**src/rtl/rbx_pkg.sv**
```systemverilog
package rbx_pkg;

  typedef enum logic [1:0] {
    ST_IDLE = 2'd0,
    ST_XFER = 2'd1,
    ST_FIN  = 2'd2
  } rbx_state_e;

  // Fixed overhead charged by addressing mode, per direction.
  function automatic int unsigned mode_overhead(input logic to_mem,
                                                input logic [2:0] mode,
                                                input logic [2:0] sub);
    int unsigned ov;
    ov = 0;
    if (to_mem) begin
      case (mode)
        3'd2, 3'd3, 3'd4: ov = 8;
        3'd5:             ov = 12;
        3'd6:             ov = 14;
        3'd7:             ov = (sub == 3'd0) ? 12 : (sub == 3'd1) ? 16 : 0;
        default:          ov = 0;
      endcase
    end else begin
      case (mode)
        3'd2, 3'd3, 3'd4: ov = 12;
        3'd5:             ov = 16;
        3'd6:             ov = 18;
        3'd7: begin
          case (sub)
            3'd0, 3'd2: ov = 16;
            3'd1:       ov = 20;
            3'd3:       ov = 18;
            default:    ov = 0;
          endcase
        end
        default:          ov = 0;
      endcase
    end
    return ov;
  endfunction

  // Cost of one moved item.
  function automatic int unsigned item_cost(input logic wide);
    return wide ? 8 : 4;
  endfunction

  // Address step of one item in bytes.
  function automatic int unsigned item_step(input logic wide);
    return wide ? 4 : 2;
  endfunction

endpackage

```
**src/rtl/rbx_scan.sv**
```systemverilog
module rbx_scan #(
  parameter int MASK_W = 16,
  localparam int IDX_W = $clog2(MASK_W)
) (
  input  logic              clk,
  input  logic              rst_n,
  input  logic              load,
  input  logic [MASK_W-1:0] mask_in,
  input  logic              consume,
  input  logic              reverse,
  output logic              pend_last,
  output logic [IDX_W-1:0]  cur_idx
);

  logic [MASK_W-1:0] pend;
  logic [IDX_W-1:0]  pick;

  always_ff @(posedge clk or negedge rst_n) begin
    if (!rst_n)       pend <= '0;
    else if (load)    pend <= mask_in;
    else if (consume) pend <= pend & ~(MASK_W'(1) << pick);
  end

  // lowest pending bit: the loop runs downward so the smallest index wins
  always_comb begin
    pick = '0;
    for (int k = MASK_W - 1; k >= 0; k--) begin
      if (pend[k]) pick = IDX_W'(k);
    end
  end

  assign pend_last = ((pend & (pend - MASK_W'(1))) == '0);
  assign cur_idx   = reverse ? IDX_W'(MASK_W - 1) - pick : pick;

endmodule

```
**src/rtl/rbx_addr.sv**
```systemverilog
module rbx_addr #(
  parameter int ADDR_W = 32
) (
  input  logic              clk,
  input  logic              rst_n,
  input  logic              load,
  input  logic [ADDR_W-1:0] addr_in,
  input  logic              advance,
  input  logic              wide,
  input  logic              down,
  output logic [ADDR_W-1:0] cur_addr,
  output logic [ADDR_W-1:0] beat_addr
);
  import rbx_pkg::*;

  logic [ADDR_W-1:0] step;
  logic [ADDR_W-1:0] addr_q;

  assign step = ADDR_W'(item_step(wide));

  always_ff @(posedge clk or negedge rst_n) begin
    if (!rst_n)       addr_q <= '0;
    else if (load)    addr_q <= addr_in;
    else if (advance) addr_q <= down ? addr_q - step : addr_q + step;
  end

  assign cur_addr  = addr_q;
  assign beat_addr = down ? addr_q - step : addr_q;

endmodule

```
**src/rtl/rbx_cost.sv**
```systemverilog
module rbx_cost #(
  parameter int MASK_W = 16,
  parameter int COST_W = 8
) (
  input  logic              wide,
  input  logic              to_mem,
  input  logic [2:0]        mode,
  input  logic [2:0]        sub,
  input  logic [MASK_W-1:0] mask,
  output logic [COST_W-1:0] cost
);
  import rbx_pkg::*;

  int unsigned n_sel;

  always_comb begin
    n_sel = $countones(mask);
    cost  = COST_W'(n_sel * item_cost(wide) + mode_overhead(to_mem, mode, sub));
  end

endmodule

```
**src/rtl/regblk_xfer.sv**
```systemverilog
module regblk_xfer #(
  parameter int HALF_REGS = 8,
  parameter int ADDR_W    = 32,
  parameter int DATA_W    = 32,
  parameter int COST_W    = 8,
  localparam int MASK_W   = 2 * HALF_REGS,
  localparam int IDX_W    = $clog2(MASK_W),
  localparam int BASE_W   = $clog2(HALF_REGS)
) (
  input  logic              clk,
  input  logic              rst_n,
  input  logic              start,
  input  logic              xfer_wide,
  input  logic              to_mem,
  input  logic [2:0]        ea_mode,
  input  logic [2:0]        ea_sub,
  input  logic [BASE_W-1:0] base_reg,
  input  logic [ADDR_W-1:0] start_addr,
  input  logic [MASK_W-1:0] sel_mask,
  output logic [IDX_W-1:0]  rf_rd_idx,
  input  logic [DATA_W-1:0] rf_rd_data,
  output logic              rf_we,
  output logic [IDX_W-1:0]  rf_wr_idx,
  output logic [DATA_W-1:0] rf_wr_data,
  output logic              mem_req,
  output logic              mem_we,
  output logic              mem_wide,
  output logic [ADDR_W-1:0] mem_addr,
  output logic [DATA_W-1:0] mem_wdata,
  input  logic              mem_ack,
  input  logic [DATA_W-1:0] mem_rdata,
  output logic              busy,
  output logic              done,
  output logic [COST_W-1:0] cost
);
  import rbx_pkg::*;

  rbx_state_e        state;
  logic              wide_q, to_mem_q, predec_q, wb_q;
  logic [BASE_W-1:0] base_q;
  logic [COST_W-1:0] cost_q;

  // named internal events
  logic              start_ok;   // start taken in idle
  logic              acc_fire;   // memory beat accepted
  logic              pend_last;  // current beat is the last one
  logic              wb_fire;    // base register writeback
  logic [IDX_W-1:0]  cur_idx;
  logic [ADDR_W-1:0] cur_addr, beat_addr;
  logic [COST_W-1:0] cost_next;
  logic [DATA_W-1:0] load_val;

  assign start_ok = start && (state == ST_IDLE);
  assign acc_fire = (state == ST_XFER) && mem_ack;
  assign wb_fire  = (state == ST_FIN) && wb_q;

  rbx_scan #(.MASK_W(MASK_W)) u_scan (
    .clk       (clk),
    .rst_n     (rst_n),
    .load      (start_ok),
    .mask_in   (sel_mask),
    .consume   (acc_fire),
    .reverse   (predec_q),
    .pend_last (pend_last),
    .cur_idx   (cur_idx)
  );

  rbx_addr #(.ADDR_W(ADDR_W)) u_addr (
    .clk       (clk),
    .rst_n     (rst_n),
    .load      (start_ok),
    .addr_in   (start_addr),
    .advance   (acc_fire),
    .wide      (wide_q),
    .down      (predec_q),
    .cur_addr  (cur_addr),
    .beat_addr (beat_addr)
  );

  rbx_cost #(.MASK_W(MASK_W), .COST_W(COST_W)) u_cost (
    .wide   (xfer_wide),
    .to_mem (to_mem),
    .mode   (ea_mode),
    .sub    (ea_sub),
    .mask   (sel_mask),
    .cost   (cost_next)
  );

  always_ff @(posedge clk or negedge rst_n) begin
    if (!rst_n) begin
      state    <= ST_IDLE;
      wide_q   <= 1'b0;
      to_mem_q <= 1'b0;
      predec_q <= 1'b0;
      wb_q     <= 1'b0;
      base_q   <= '0;
      cost_q   <= '0;
    end else begin
      case (state)
        ST_IDLE: begin
          if (start) begin
            wide_q   <= xfer_wide;
            to_mem_q <= to_mem;
            predec_q <= to_mem && (ea_mode == 3'd4);
            wb_q     <= (to_mem && (ea_mode == 3'd4)) || (!to_mem && (ea_mode == 3'd3));
            base_q   <= base_reg;
            cost_q   <= cost_next;
            state    <= (sel_mask == '0) ? ST_FIN : ST_XFER;
          end
        end
        ST_XFER: if (acc_fire && pend_last) state <= ST_FIN;
        ST_FIN:  state <= ST_IDLE;
        default: state <= ST_IDLE;
      endcase
    end
  end

  assign load_val = wide_q ? mem_rdata
                           : {{(DATA_W-16){mem_rdata[15]}}, mem_rdata[15:0]};

  assign busy      = (state != ST_IDLE);
  assign done      = (state == ST_FIN);
  assign cost      = cost_q;
  assign mem_req   = (state == ST_XFER);
  assign mem_we    = to_mem_q;
  assign mem_wide  = wide_q;
  assign mem_addr  = beat_addr;
  assign rf_rd_idx = cur_idx;
  assign mem_wdata = wide_q ? rf_rd_data : {{(DATA_W-16){1'b0}}, rf_rd_data[15:0]};

  always_comb begin
    rf_we      = 1'b0;
    rf_wr_idx  = cur_idx;
    rf_wr_data = load_val;
    if (acc_fire && !to_mem_q) begin
      rf_we = 1'b1;
    end else if (wb_fire) begin
      rf_we      = 1'b1;
      rf_wr_idx  = {1'b1, base_q};
      rf_wr_data = DATA_W'(cur_addr);
    end
  end

endmodule

```
**config.mk**
```make
export PLATFORM = sky130hd
export DESIGN_NAME = regblk_xfer
export DESIGN_NICKNAME = d
export VERILOG_FILES = /design/src/rtl/rbx_pkg.sv /design/src/rtl/rbx_scan.sv /design/src/rtl/rbx_addr.sv /design/src/rtl/rbx_cost.sv /design/src/rtl/regblk_xfer.sv
export SDC_FILE = /design/constraint.sdc
export NUM_CORES = 1
export LEC_CHECK = 0
export BUFFER_PORTS_ARGS = -buffer_cell sky130_fd_sc_hd__buf_4
export CAP_MARGIN = 20
export CORE_MARGIN = 4
export CORE_UTILIZATION = 50
export DETAILED_ROUTE_END_ITERATION = 10
export PLACE_DENSITY = 0.9
export SYNTH_ARGS = -nofsm -noshare
export SYNTH_HDL_FRONTEND = slang
export SYNTH_HIERARCHICAL = 1
export SYNTH_SLANG_ARGS = --single-unit
export TNS_END_PERCENT = 20
```
**constraint.sdc**
```tcl
create_clock -name clk -period 5.14 [get_ports clk]
set_input_delay 0.514 -clock clk [delete_from_list [all_inputs] [get_ports clk]]
set_output_delay 0.514 -clock clk [all_outputs]
set_load 0.005 [all_outputs]
```
==> impl_metrics.py, run 1 <==
metrics = {
    "synthesis": {
        "ys_warn_count": 6,
        "synthTopCellsByArea": "dfrtp_1 (25%), xnor2_1 (4.8%), mux2_2 (4.6%)",
        "synth_top_area_cell": "dfrtp_1",
        "synth-seq-cells": 65,
        "synthFlopType": "dfrtp_1",
        "synth_top_area_frac": 0.247,
        "synth_area_um2": 6590,
        "async_flop_share": 1.00,
        "synth_edf_count": 0,
        "ys_seq_area_frac": 0.247,
        "syn-mean-instance-area_um2": 8.53,
        "ys_types": 81,
        "synth_cells": 773,
    },
    "route": {
        "dr.first_iter.drc_count": 588,
        "routed_via_density": 5.90,
        "drc": 0,
        "wl_mm": 20.4,
        "wl_per_cell_um": 18.3,
        "vias": 6571,
        "ant_nets": 0,
        "first_pass_iters": 5,
    },
    "die": {
        "dieArea_um2": 15100,
        "num_io_pins": 245,
        "fp.dieW_um": 123,
        "coreArea_um2": 12800,
        "initial_core_util": 0.516,
        "placementRows": 41,
        "die_height_um": 123,
    },
    "placement": {
        "dpl.hpwl_mm": 15.0,
        "port_buffers": 212,
        "place.gp.congestion": 0.938,
    },
    "setup_path": {
        "start_kind": "input port",
        "worstPathMaxFanout": 2,
        "crit_path_end_kind": "flip-flop",
        "r2r-start": "mem_wide",
        "startpoint": "sel_mask[7]",
        "critPathArrivalTime_ps": 5420,
        "rrSetupSlack_ps": 1840,
        "required_ps": 5370,
        "crit_type": "input port to flip-flop",
        "rr_worst_depth": 8,
        "endpoint": "cost[7]",
        "worstReg2RegEnd": "u_addr/cur_addr[11]",
    },
    "sta": {
        "tns_ps": -55.2,
        "whs_ps": 280,
        "skew_ps": 6.45,
        "grt_setup_unrepaired": "true",
        "finalWorstSetupSlack_ps": -55.2,
        "setup_violations": 1,
        "tightestPinTransition_ps": 891,
        "hold_viol_final": 0,
        "maxSlewViolCount": 0,
        "max_clock_freq_mhz": 192,
        "relSlewSlack": 0.406,
        "finalCritPeriodShare": 1.01,
        "period_needed_ps": 5200,
    },
    "outcome": {
        "status": "finished, violations left",
        "violations": "negative setup slack",
    },
    "clock_network": {
        "cts_tree": "done",
        "cts-htree-levels": 3,
        "clockBufferDepth": 2,
        "cts_sinks": 65,
        "clock-root-buffer": "clkbuf_16",
        "cts_hold_buf": 0,
        "cts-buffers-inserted": 9,
        "clkTransAtPathRegs_ps": 60,
        "clk_latency_ps": 350,
    },
    "global_routing": {
        "grt_pass1_wl_mm": 31.3,
        "grt_max_degree": 66,
        "gr-total-overflow": 0,
        "grt_pass1_vias": 6287,
        "grt_use_total": 0.264,
        "antenna_found_initial": 0,
    },
    "final_layout": {
        "drive_gt1_frac": 0.346,
        "antenna_cells": 0,
        "area_growth_pct": 27.2,
        "finalNetCount": 1100,
    },
    "pwr": {
        "ir_worst_vdd_v": 0.000269,
        "leakagePower_uw": 0.00379,
        "p_per_area_nw_per_um2": 550,
    },
    "run": {
        "maxCapViolCount": 0,
    },
    "hold_path": {
        "hp-class": "input port to asynchronous set/reset pin",
    },
}
[power by group]
group | switching, µW | total [µW] | internal [µW]
Clock | 237 | 570 | 333
Combinational | 1340 | 2800 | 1460
Sequential | 491 | 1240 | 749
[synthesized netlist by cell type (4+ instances only)]
library cell  instances
clkbuf_1             31
xnor2_1              36
a21oi_1              34
ha_1                 23
nand2b_1             13
buf_4                18
o31ai_1               5
nor2b_1               5
buf_2                14
dfrtp_1              65
a31oi_1              21
buf_6                 9
nand4_1              21
mux2i_1              17
or3_1                 8
inv_1                44
fa_1                 13
nor2_1               60
mux2_2               27
or2_2                 4
mux2_4               19
nand2_1              58
nand3_1              13
a21o_1                4
or4_1                10
xor2_1               26
o211ai_1              4
nor3_1               23
and2_1               20
o21ai_0              36
o21ai_1               8
nor4_1               14
[cell families (layout without fill, tap and decap cells)]
logic type               count (synthesis)  in the layout  synth area share
other                                    1              2          0.000569
adder cells (fa/ha/maj)                 38             38            0.0864
AND/OR/NAND/NOR                        282            282             0.240
AO/OA/AOI/OAI                          143            143             0.138
buffers and inverters                  119            286            0.0911
flip-flops                              65             65             0.247
XOR/XNOR                                62             62            0.0824
multiplexers                            63             63             0.115
[registers in the layout (all words and copies together), names as in the netlist]
name / count
base_q: 3
cost: 8
mem_we: 1
mem_wide: 1
predec_q: 1
state: 2
u_addr/cur_addr: 32
u_scan/pend: 16
wb_q: 1
[cell usage in the layout, fill, tap and decap left out, types with 26 or more instances in the layout]
cell type	Yosys	routed
nand2_1	58	58
xor2_1	26	26
buf_4	18	225
o21ai_0	36	36
xnor2_1	36	35
mux2_2	27	27
dfrtp_1	65	65
inv_1	44	40
a21oi_1	34	32
nor2_1	60	60
[worst min path at each step]
stage | to | slack [ps] | depth (start not counted)
3_5_place_dp | base_q[2] | 500 | 1
2_1_floorplan | base_q[0] | 220 | 0
5_1_grt | u_addr/cur_addr[3] | 370 | 1
3_3_place_gp | base_q[0] | 490 | 1
4_1_cts | u_addr/cur_addr[5] | 320 | 1
6_report | u_addr/cur_addr[14] | 280 | 1
[metal layers]
metal,track usage,vias to the layer above,wire (µm)
met5,0,-,0
met3,0.0788,40,2080
met4,0.0924,0,413
met1,0.346,3120,8350
li1,-,3060,-
met2,0.415,351,9520
[stage by stage]
stage	instances	utilization	setup slack, ps	cell area, µm²	power [µW]
2_1_floorplan	774	-	-251	6610	2890
3_3_place_gp	1097	0.634	-462	8100	3860
3_5_place_dp	1097	0.634	-548	8100	3950
4_1_cts	1112	0.656	-125	8380	4580
5_1_grt	1113	0.656	-215	8380	4950
6_report	1113	0.656	-55.2	8380	4610
[final cells by class]
class	instances	area, µm²
Clock buffer	11	243
Clock inverter	4	20.0
Fill cell	1021	4390
Inverter	44	165
Multi-Input combinational cell	590	4410
Sequential cell	65	1630
Tap cell	172	215
Timing Repair Buffer	227	1710
[worst max-delay path, cell delays in order]
cell,delay (ps)
buf_4,110
inv_1,80
fa_1,450
fa_1,560
inv_2,40
fa_1,460
fa_1,500
inv_1,50
fa_2,350
fa_2,390
xnor2_2,150
nor2_1,90
a21oi_1,50
ha_1,310
ha_4,280
inv_2,30
fa_2,360
inv_1,70
a21o_1,120
a21oi_2,50
xor2_1,130
mux2_4,250
[repair_timing]
item,4_1_cts,5_1_grt
gates resized for setup,3,4
setup endpoints to repair,4,4
buffers inserted,0,0
pin swaps,8,6
Power figures use the tool's default switching activity.
==> run 2, diff against run 1 <==
--- a/config.mk
+++ b/config.mk
@@ -8,9 +8,9 @@
 export BUFFER_PORTS_ARGS = -buffer_cell sky130_fd_sc_hd__buf_4
 export CAP_MARGIN = 20
 export CORE_MARGIN = 4
-export CORE_UTILIZATION = 50
+export CORE_UTILIZATION = 35
+export CTS_CLUSTER_DIAMETER = 200
 export DETAILED_ROUTE_END_ITERATION = 10
-export PLACE_DENSITY = 0.9
 export SYNTH_ARGS = -nofsm -noshare
 export SYNTH_HDL_FRONTEND = slang
 export SYNTH_HIERARCHICAL = 1
==> impl_metrics.py, run 2 (synthesis gave the netlist of run 1 again) <==
metrics = {
    "placement": {
        "place.gp.congestion": 0.837,
        "placed_area_um2": 8170,
        "dpl.hpwl_mm": 15.7,
        "port_buffers": 212,
    },
    "clock_network": {
        "clk_latency_ps": 340,
        "clkTransAtPathRegs_ps": 60,
        "cts_sinks": 65,
        "cts-htree-levels": 3,
        "clockBufferDepth": 2,
        "cts-buffers-inserted": 9,
        "cts_hold_buf": 0,
        "clock-root-buffer": "clkbuf_16",
        "cts_tree": "done",
    },
    "sta": {
        "grt_setup_unrepaired": "true",
        "relSlewSlack": 0.402,
        "skew_ps": 6.37,
        "max_clock_freq_mhz": 196,
        "finalCritPeriodShare": 0.994,
        "tightestPinTransition_ps": 898,
        "maxSlewViolCount": 0,
        "tns_ps": 0,
        "period_needed_ps": 5110,
        "setup_violations": 0,
        "hold_viol_final": 0,
    },
    "global_routing": {
        "grt_max_degree": 66,
        "antenna_found_initial": 1,
        "grt_pass1_vias": 6165,
        "grt_use_total": 0.194,
        "gr-total-overflow": 0,
        "grt_pass1_wl_mm": 33.7,
    },
    "final_layout": {
        "num-fill-cells": 1818,
        "finalNetCount": 1099,
        "final_common_cell": "buf_4",
        "drive_gt1_frac": 0.344,
        "largest_register_ffs": 32,
        "area_growth_pct": 28.2,
        "final_cell_mix": "buf_4 (224), dfrtp_1 (65), nor2_1 (60)",
        "fin_area_um2": 8450,
    },
    "route": {
        "wl_mm": 21.1,
        "wl_per_cell_um": 18.1,
        "vias": 6294,
        "ant_nets": 0,
        "routed_via_density": 5.37,
        "first_pass_iters": 4,
        "drc": 0,
        "dr.first_iter.drc_count": 421,
    },
    "run": {
        "maxCapViolCount": 0,
    },
    "die": {
        "placementRows": 49,
        "coreArea_um2": 18300,
        "fp.dieW_um": 145,
        "num_io_pins": 245,
        "die_height_um": 145,
        "initial_core_util": 0.361,
        "dieArea_um2": 21100,
    },
    "setup_path": {
        "crit_path_end_kind": "flip-flop",
        "required_ps": 5360,
        "crit_type": "input port to flip-flop",
        "start_kind": "input port",
        "critPathArrivalTime_ps": 5330,
        "worstPathMaxFanout": 2,
    },
    "pwr": {
        "ir_worst_vdd_v": 0.000197,
        "leakagePower_uw": 0.00379,
        "p_per_area_nw_per_um2": 538,
    },
    "outcome": {
        "status": "finished clean",
    },
    "hold_path": {
        "hp-class": "input port to asynchronous set/reset pin",
    },
}
run 2: cell count changes in the layout (fill, tap and decap cells not counted), sizes merged:
cell      before  now
clkbuf        11   10
clkinvlp       0    2
diode          0    1
buf          227  226
run 2: where the power goes:
| group | leakage, µW | switching (µW) | internal [µW] |
|---|---|---|---|
| combinational | 0.00286 | 1310 | 1450 |
| clock | 0.000128 | 246 | 323 |
| sequential | 0.000793 | 472 | 750 |
run 2: layout make-up:
class,instances,area [µm²],area share
multi-input combinational,590,4410,0.522
timing repair buffer,226,1700,0.201
sequential,65,1630,0.192
tap,229,287,0.0339
clock buffer,10,229,0.0271
inverter,44,165,0.0195
clock inverter,6,35.0,0.00415
antenna,1,2.50,0.000296
run 2: path summary, 6_finish.rpt:
check                                         from             endpoint  slack (ps)  cells after the start
worst max-delay path                   sel_mask[0]              cost[7]          30                     22
worst min-delay path                         rst_n               mem_we         310                      1
worst max register to register  u_addr/cur_addr[4]  u_addr/cur_addr[25]        2130                      6
worst min register to register             cost[3]              cost[3]         510                      1
max in group asynchronous                    rst_n  u_addr/cur_addr[29]        4250                      1
min in group clk                     start_addr[5]   u_addr/cur_addr[5]         380                      3
run 2: metal layers:
layer,GRT usage,wire length (µm),up-vias
met5,0,0,-
met4,0.0655,459,0
met3,0.0377,1430,27
met2,0.301,9380,245
met1,0.271,9860,2973
li1,-,-,3049
run 2: stage by stage:
step | hold slack (ps) | cells | utilization | worst slack [ps] | total power [µW]
after floorplan | 218 | 774 | - | -251 | 2890
after global placement | 493 | 1153 | 0.447 | -484 | 3950
after detailed placement | 493 | 1154 | 0.447 | -514 | 3960
after CTS | 346 | 1170 | 0.462 | 14.3 | 4570
after global routing | 387 | 1171 | 0.463 | -156 | 4950
final | 308 | 1171 | 0.463 | 32.8 | 4550
run 2: timing repair:
item / in CTS / in global routing
setup endpoints to repair: 4 / 3
pin swaps: 6 / 4
buffers inserted: 0 / 0
hold endpoints to repair: 0 / 0
gates resized for setup: 3 / 2
run 2: worst max-delay path, stage by stage:
cell and delay, ps:
buf_6 100, fa_1 550, inv_2 40, fa_1 490, inv_1 50, fa_1 450
fa_1 490, inv_1 50, fa_2 350, fa_2 390, xnor2_2 150, nor2_1 90
a21oi_1 50, ha_1 300, ha_4 280, inv_2 30, fa_2 330, inv_1 60
a21o_1 110, a21oi_2 50, xor2_1 140, mux2_4 250
==> run 3, diff against run 2 <==
--- a/config.mk
+++ b/config.mk
@@ -9,6 +9,7 @@
 export CAP_MARGIN = 20
 export CORE_MARGIN = 4
 export CORE_UTILIZATION = 35
+export CTS_BUF_LIST = sky130_fd_sc_hd__clkbuf_16
 export CTS_CLUSTER_DIAMETER = 200
 export DETAILED_ROUTE_END_ITERATION = 10
 export SYNTH_ARGS = -nofsm -noshare
==> impl_metrics.py, run 3 (synthesis gave the netlist of run 1 again) <==
metrics = {
    "outcome": {
        "status": "finished clean",
    },
    "global_routing": {
        "grt_use_met2": 0.301,
        "grt_pass1_vias": 6165,
        "grt_max_degree": 66,
        "antenna_found_initial": 1,
        "grt_pass1_wl_mm": 33.7,
        "grt-busiest-layer": "met2",
        "met3_usage": 0.0377,
        "grt_use_total": 0.194,
        "gr-total-overflow": 0,
        "met1_usage": 0.271,
    },
    "sta": {
        "maxSlewViolCount": 0,
        "setup_violations": 0,
        "grt_setup_unrepaired": "true",
        "hold_viol_final": 0,
        "finalCritPeriodShare": 0.993,
        "relSlewSlack": 0.402,
        "tightestPinTransition_ps": 898,
        "skew_ps": 6.85,
        "period_needed_ps": 5110,
        "whs_ps": 307,
        "max_clock_freq_mhz": 196,
    },
    "setup_path": {
        "crit_slowest_cell": "fa_1",
        "crit_type": "input port to flip-flop",
        "critPathMostFrequentCell": "fa_1",
        "start_kind": "input port",
        "endpoint": "cost[7]",
        "worstReg2RegEnd": "u_addr/cur_addr[25]",
        "worstPathMaxFanout": 2,
        "crit_path_end_kind": "flip-flop",
        "critPathArrivalTime_ps": 5330,
        "cpPeakStageDelay_ps": 550,
        "startpoint": "sel_mask[0]",
        "rr_worst_depth": 6,
        "path_cells": "buf_6 > fa_1 > inv_2 > fa_1 > inv_1 > fa_1 > fa_1 > inv_1 > fa_2 > fa_2 > xnor2_2 > nor2_1 > a21oi_1 > ha_1 > ha_4 > inv_2 > fa_2 > inv_1 > a21o_1 > a21oi_2 > xor2_1 > mux2_4",
        "r2r-start": "u_addr/cur_addr[4]",
        "required_ps": 5370,
        "rrSetupSlack_ps": 2130,
    },
    "placement": {
        "dpl.hpwl_mm": 15.7,
        "place.gp.congestion": 0.837,
        "port_buffers": 212,
    },
    "pwr": {
        "netSwitchingPower_uw": 2030,
        "p_sw_frac": 0.446,
        "seq_power_share": 0.269,
        "p_per_area_nw_per_um2": 538,
        "ir_worst_vdd_v": 0.000197,
        "leakagePower_uw": 0.00379,
        "p_clk_frac": 0.125,
        "finalPower_uw": 4550,
        "pwr-share-comb": 0.607,
        "power.internal_uw": 2520,
    },
    "route": {
        "drc": 0,
        "vias": 6293,
        "first_pass_iters": 4,
        "routed_via_density": 5.37,
        "wl_mm": 21.1,
        "ant_nets": 0,
        "wl_per_cell_um": 18.0,
        "dr.first_iter.drc_count": 421,
    },
    "clock_network": {
        "clkTransAtPathRegs_ps": 60,
        "clockBufferDepth": 2,
        "clk_latency_ps": 340,
        "cts-buffers-inserted": 9,
        "cts_tree": "done",
        "cts_hold_buf": 0,
        "clock-root-buffer": "clkbuf_16",
        "cts-htree-levels": 3,
        "cts_sinks": 65,
        "post_cts_buffers": 0,
    },
    "run": {
        "maxCapViolCount": 0,
    },
    "die": {
        "placementRows": 49,
        "die_height_um": 145,
        "num_io_pins": 245,
        "coreArea_um2": 18300,
        "fp.dieW_um": 145,
        "initial_core_util": 0.361,
        "dieArea_um2": 21100,
    },
    "final_layout": {
        "drive_gt1_frac": 0.344,
        "largest_register_ffs": 32,
        "final_common_cell": "buf_4",
        "area_growth_pct": 28.2,
        "finalNetCount": 1099,
        "final_cell_mix": "buf_4 (224), dfrtp_1 (65), nor2_1 (60)",
    },
    "hold_path": {
        "hp-class": "input port to asynchronous set/reset pin",
    },
}
## run 3: cell types whose count changed in the layout (fill, tap and decap cells not counted), sizes merged
cell    change
inv         +1
clkbuf      -1
## run 3: metrics by stage
step | utilization | cells | setup WS [ps] | cell area, µm² | TNS (ps)
3_5_place_dp | 0.447 | 1154 | -514 | 8170 | -1790
4_1_cts | 0.462 | 1170 | 14.6 | 8450 | 0
6_report | 0.463 | 1171 | 33.9 | 8450 | 0
2_1_floorplan | - | 774 | -251 | 6610 | -599
5_1_grt | 0.463 | 1171 | -156 | 8450 | -228
3_3_place_gp | 0.447 | 1153 | -484 | 8160 | -1670
## run 3: worst min-delay path by stage
| stage | startpoint | end | slack [ps] | depth (start not counted) |
|---|---|---|---|---|
| after global placement | base_q[1] | base_q[1] | 490 | 1 |
| after CTS | rst_n | mem_we | 350 | 1 |
| after detailed placement | cost[3] | cost[3] | 490 | 1 |
| after floorplan | rst_n | base_q[0] | 220 | 0 |
| after global routing | start_addr[5] | u_addr/cur_addr[5] | 390 | 3 |
| final | rst_n | mem_we | 310 | 1 |
## run 3: final cells by class
cell class,instances,area [µm²]
Clock inverter,7,38.8
Sequential cell,65,1630
Antenna cell,1,2.50
Tap cell,229,287
Fill cell,1818,9820
Timing Repair Buffer,226,1700
Inverter,44,165
Multi-Input combinational cell,590,4410
Clock buffer,9,225
## run 3: critical path, delay by kind of cell
family	cells	cell delay, ps
compound gates	3	210
xor+xnor	2	290
fa+ha+maj	9	3630
buf+inv	6	330
mux	1	250
simple gates	1	90
## run 3: what timing repair did
item                       4_1_cts  5_1_grt
pin swaps                        6        4
cloned                           0        0
setup endpoints to repair        4        3
gates resized for setup          3        2
## run 3: power groups by stage
stage	combinational [µW]	clock (µW)	sequential (µW)
3_3_place_gp	2720	0	1220
6_report	2760	568	1220
3_5_place_dp	2730	0	1220
5_1_grt	3060	603	1280
4_1_cts	2770	585	1220
2_1_floorplan	1950	0	943
## run 3: routing by layer
metal,wire (µm),share of wire
met1,9860,0.47
met2,9380,0.44
met3,1430,0.067
met4,459,0.022
met5,0,0
